### config.mk
export PLATFORM = sky130hd
export DESIGN_NAME = die_roller
export DESIGN_NICKNAME = d
export VERILOG_FILES = /design/src/rtl/die_pkg.sv /design/src/rtl/die_next.sv /design/src/rtl/die_seg_decode.sv /design/src/rtl/die_seven_detect.sv /design/src/rtl/die_roller.sv
export SDC_FILE = /design/constraint.sdc
export NUM_CORES = 1
export LEC_CHECK = 0
export ABC_AREA = 1
export CAP_MARGIN = 5
export CORE_ASPECT_RATIO = 1.25
export CORE_MARGIN = 2
export CORE_UTILIZATION = 30
export DETAILED_ROUTE_END_ITERATION = 12
export PLACE_DENSITY = 0.62
export SYNTH_ARGS = -nofsm -noshare
export SYNTH_HDL_FRONTEND = slang
export SYNTH_SLANG_ARGS = --single-unit
### constraint.sdc
create_clock -name clk -period 3.9 [get_ports clk]
set_clock_uncertainty 0.15 [all_clocks]
set_input_delay 0.78 -clock clk [delete_from_list [all_inputs] [get_ports clk]]
set_output_delay 0.78 -clock clk [all_outputs]
set_load 0.01 [all_outputs]
### src/rtl/die_pkg.sv
// Package: shared types and constants for the die counter.
// Assumes a 4-bit count and a 7-segment display with segment a in bit 0.
package die_pkg;
    localparam int CNT_W = 4;
    localparam int SEG_W = 7;
    typedef logic [CNT_W-1:0] count_t;
    typedef logic [SEG_W-1:0] seg_t;
    // Value loaded on wrap-around and on initialise
    localparam count_t LOAD_VAL = count_t'(1);
    // Bits that must all be set to request a reload (bits 1 and 2)
    localparam count_t DETECT_MASK = count_t'(6);
    // Segment bit positions used by the seven-detector
    localparam int SEG_A = 0;
    localparam int SEG_D = 3;
endpackage

### src/rtl/die_next.sv
// Module: next-state logic for the die counter.
// Forms the active-low load request from the bit detector and the
// initialise input, then picks load, increment or hold.
// Assumes inputs are known; purely combinational.
module die_next
    import die_pkg::*;
(
    input  count_t cur,
    input  logic   roll_en,
    input  logic   init_n,
    output count_t nxt,
    output logic   load_req_n
);
    logic detect;

    // Detector: all masked count bits set, gated by the roll enable
    always_comb detect = ((cur & DETECT_MASK) == DETECT_MASK) && roll_en;

    // Low-active OR of detector and initialise into one load request
    always_comb load_req_n = ~(detect | ~init_n);

    // Select the next count: load, advance or hold
    always_comb begin
        if (!load_req_n)
            nxt = LOAD_VAL;
        else if (roll_en)
            nxt = cur + count_t'(1);
        else
            nxt = cur;
    end
endmodule

### src/rtl/die_seg_decode.sv
// Module: binary to active-high 7-segment decoder.
// Output order {g,f,e,d,c,b,a}; values above 9 blank the digit.
module die_seg_decode
    import die_pkg::*;
(
    input  count_t value,
    output seg_t   seg
);
    // Map each decimal digit to its lit segments
    always_comb begin
        case (value)
            count_t'(0): seg = 7'h3F;
            count_t'(1): seg = 7'h06;
            count_t'(2): seg = 7'h5B;
            count_t'(3): seg = 7'h4F;
            count_t'(4): seg = 7'h66;
            count_t'(5): seg = 7'h6D;
            count_t'(6): seg = 7'h7D;
            count_t'(7): seg = 7'h07;
            count_t'(8): seg = 7'h7F;
            count_t'(9): seg = 7'h6F;
            default:     seg = 7'h00;
        endcase
    end
endmodule

### src/rtl/die_seven_detect.sv
// Module: recognises a displayed 7 from segments alone.
// Segment a lit with segment d dark is unique to 7 among 0..9;
// a, b and c together would also match 3, so they are not used.
module die_seven_detect
    import die_pkg::*;
(
    input  seg_t seg,
    output logic is_seven
);
    // Flag the a-on, d-off combination
    always_comb is_seven = seg[SEG_A] & ~seg[SEG_D];
endmodule

### src/rtl/die_roller.sv
// Module: top of the die counter.
// One clock domain, no asynchronous reset. POWERUP sets the register's
// power-up content so recovery from any state can be exercised; init_n
// is the synchronous active-low initialise.
module die_roller #(
    parameter logic [3:0] POWERUP = 4'd0
) (
    input  logic       clk,
    input  logic       roll_en,
    input  logic       init_n,
    output logic [3:0] count,
    output logic [6:0] seg,
    output logic       seven_flag
);
    import die_pkg::*;

    count_t count_q = count_t'(POWERUP);
    count_t count_d;
    logic   load_req_n;

    die_next u_next (
        .cur        (count_q),
        .roll_en    (roll_en),
        .init_n     (init_n),
        .nxt        (count_d),
        .load_req_n (load_req_n)
    );

    // Count register: takes the selected next value every edge
    always_ff @(posedge clk) begin
        count_q <= count_d;
    end

    die_seg_decode u_dec (
        .value (count_q),
        .seg   (seg)
    );

    die_seven_detect u_seven (
        .seg      (seg),
        .is_seven (seven_flag)
    );

    // Present the register value at the port
    always_comb count = count_q;
endmodule

==> results.toml <==
[global_routing]
met2_usage = 0.1548
first_global_vias = 479
antenna_found_initial = 0
grt_use_met1 = 0.1280
grt_max_degree = 9
grt_remaining_overflow = 0
grt_pass1_wl_um = 1959
grt_use_total = 0.09826
grt_util_met3 = 0
busiest_layer = "met2"

[die]
die_area_sq_um = 2623
die_w_um = 46.21
die_h_um = 56.77
core_region_area_sq_um = 2163
initial_utilization = 0.3088
ios = 15
row_count = 19

[clock_tree]
cts_buffer_depth = 2
cts_buffers = 3
ctsHoldBuffers = 0
cts_tree = "built"
root_buffer = "clkbuf_4"
postCtsSetupBuffers = 0
cts.clk_slew.worst_paths_ps = 70
clkLatencyLatePin_ps = 260
htreeDepth = 1
numClockSinks = 11
cts_resized = 0

[power]
vdd_drop_max_v = 0.0001675
p_leak_nw = 0.4448
p_per_area_nw_per_um2 = 360.2
finalPower_mw = 0.3105

[placement]
detailed_place_hpwl_um = 887.9
place.gp.congestion = 0.8449
place_inst = 127
port_buffers = 14

[finish]
nets = 111
layout.cells.non_filler = 131
regArea_sq_um = 220.2
drive_gt1_frac = 0.1500
area_growth_pct = 29.03
insertedDiodeCount = 0
multi_input_area_sq_um = 370.4
nFillCells = 223

[yosys]
synth.distinct_cells = 16
synth_cells = 83
syn_area_sq_um = 668.1
avgSynthCellArea_sq_um = 8.050
synth_nets = 93
ys.warnings.count = 0
ys_ff_latch = 11
yosysSeqAreaShare = 0.3296

[setup_path]
slowest_stage = "clkdlybuf4s50_1"
arrival_ps = 2470
cp_cell_sequence = "clkdlybuf4s50_1, inv_1, nand2_1, nand2_4, nor2_4, inv_1, ha_1, inv_1, nand3_1, nand2_1, nand2_1, nand2_1"
worstPathMaxFanout = 7
crit_required_ps = 3910
critical-path-top-delay-family = "buffers and inverters"
worstSetupStartpointType = "input port"
max_stage_delay_ps = 630
cp_common_cell = "nand2_1"
critical_path.endpoint_type = "flop"
critPathKind = "input port to flop"
crit_buf_inv = 4

[drt]
drt_iter0_markers = 11
wire_per_inst_um = 8.336
vias = 523
detail-route-antenna-nets = 0
viasPerCell = 3.992
first_pass_iters = 4
post-route-drc-count = 0
totalWireLength_um = 1092

[sta]
tightest_slew_ps = 289.7
rsz0062_at_grt = "false"
max_freq_mhz = 405.8
slew_violations = 0
relSlewSlack = 0.8063
fin_setup_tns_ps = 0
period_minus_slack_ps = 2464
report.final.hold_viol_count = 0
post-route-period-util = 0.6318
setup_violations = 0

[run_status]
outcome = "complete, no violations"

[run]
maxCapViolCount = 0

[min_path]
min_path_type = "flop to flop"
==> cell usage after synthesis, drive strengths merged <==
cell type	number	area (sq um)
buf	1	11.26
dfxtp	11	220.2
ha	7	87.58
inv	15	66.32
nand2	35	171.4
nand3	8	57.56
nand3b	1	7.510
nor2	3	18.77
o21bai	1	18.77
xnor2	1	8.760
==> layer usage <==
metal	vias up	share of wire	wire length (um)
met5	-	0	0
met3	2	0.011	12
li1	281	-	-
met2	7	0.52	565
met1	233	0.46	505
met4	0	0.0073	8
==> worst register-to-register path: stages, from the launching register on <==
cell and delay, ps:
dfxtp_1 360, ha_1 290, inv_1 30, nand2_1 90, nand2_4 90, nor2_4 160, inv_1 90, ha_1 270
inv_1 30, nand3_1 90, nand2_1 60, nand2_1 50, nand2_1 40
==> final timing paths <==
check | from | endpoint | slack (ps) | depth (start not counted)
max | roll_en | u_dec.seg[3] | 1440 | 12
min | count[0] | count[0] | 460 | 2
max reg2reg | count[1] | u_dec.seg[3] | 1990 | 12
min reg2reg | count[0] | count[0] | 460 | 2
==> stage by stage <==
step	worst slack (ps)	area [sq um]	hold slack, ps	util
floorplan	1845	668.1	427.8	-
global placement	1210	835.8	428.4	0.3864
detailed placement	1179	835.8	444.5	0.3864
CTS	1453	862.1	467.8	0.3985
global route	1296	862.1	508.9	0.3985
finish	1436	862.1	459.1	0.3985
==> power by group <==
group	internal [mW]	leakage, nW	total (mW)	switching (mW)
sequential	0.126	0.0911	0.134	0.00747
combinational	0.0483	0.339	0.100	0.0520
clock	0.0395	0.0150	0.0766	0.0371
==> sequential cells by signal, summed over array words and instances, names as in the netlist <==
signal,count
u_dec.seg,7
count,4
==> layout by cell type, fill, tap and decap left out, drive strengths merged, types with 3 or more instances in the layout <==
cell            n
nand2          35
inv            15
clkdlybuf4s50  14
dfxtp          11
nand3           8
ha              7
clkbuf          4
nor2            3
==> cell type report <==
| cell class | instances | share of cell area |
|---|---|---|
| flip-flops and latches | 11 | 0.2554 |
| multi-input cells | 56 | 0.4296 |
| well taps | 31 | 0.04499 |
| inverters | 15 | 0.07692 |
| clock buffers | 4 | 0.03048 |
| repair buffers | 14 | 0.1626 |
==> kinds of logic (layout without fill, tap and decap cells) <==
| family | after synthesis | after routing | share of synthesized area |
|---|---|---|---|
| and+or+nand+nor | 47 | 47 | 0.3820 |
| buffers and inverters | 16 | 33 | 0.1161 |
| DFF | 11 | 11 | 0.3296 |
| adders and majority gates | 7 | 7 | 0.1311 |
| AOI/OAI and AO/OA | 1 | 1 | 0.02809 |
| xor gates and xnor gates | 1 | 1 | 0.01311 |
No activity file was read; power rests on OpenSTA's default activity.
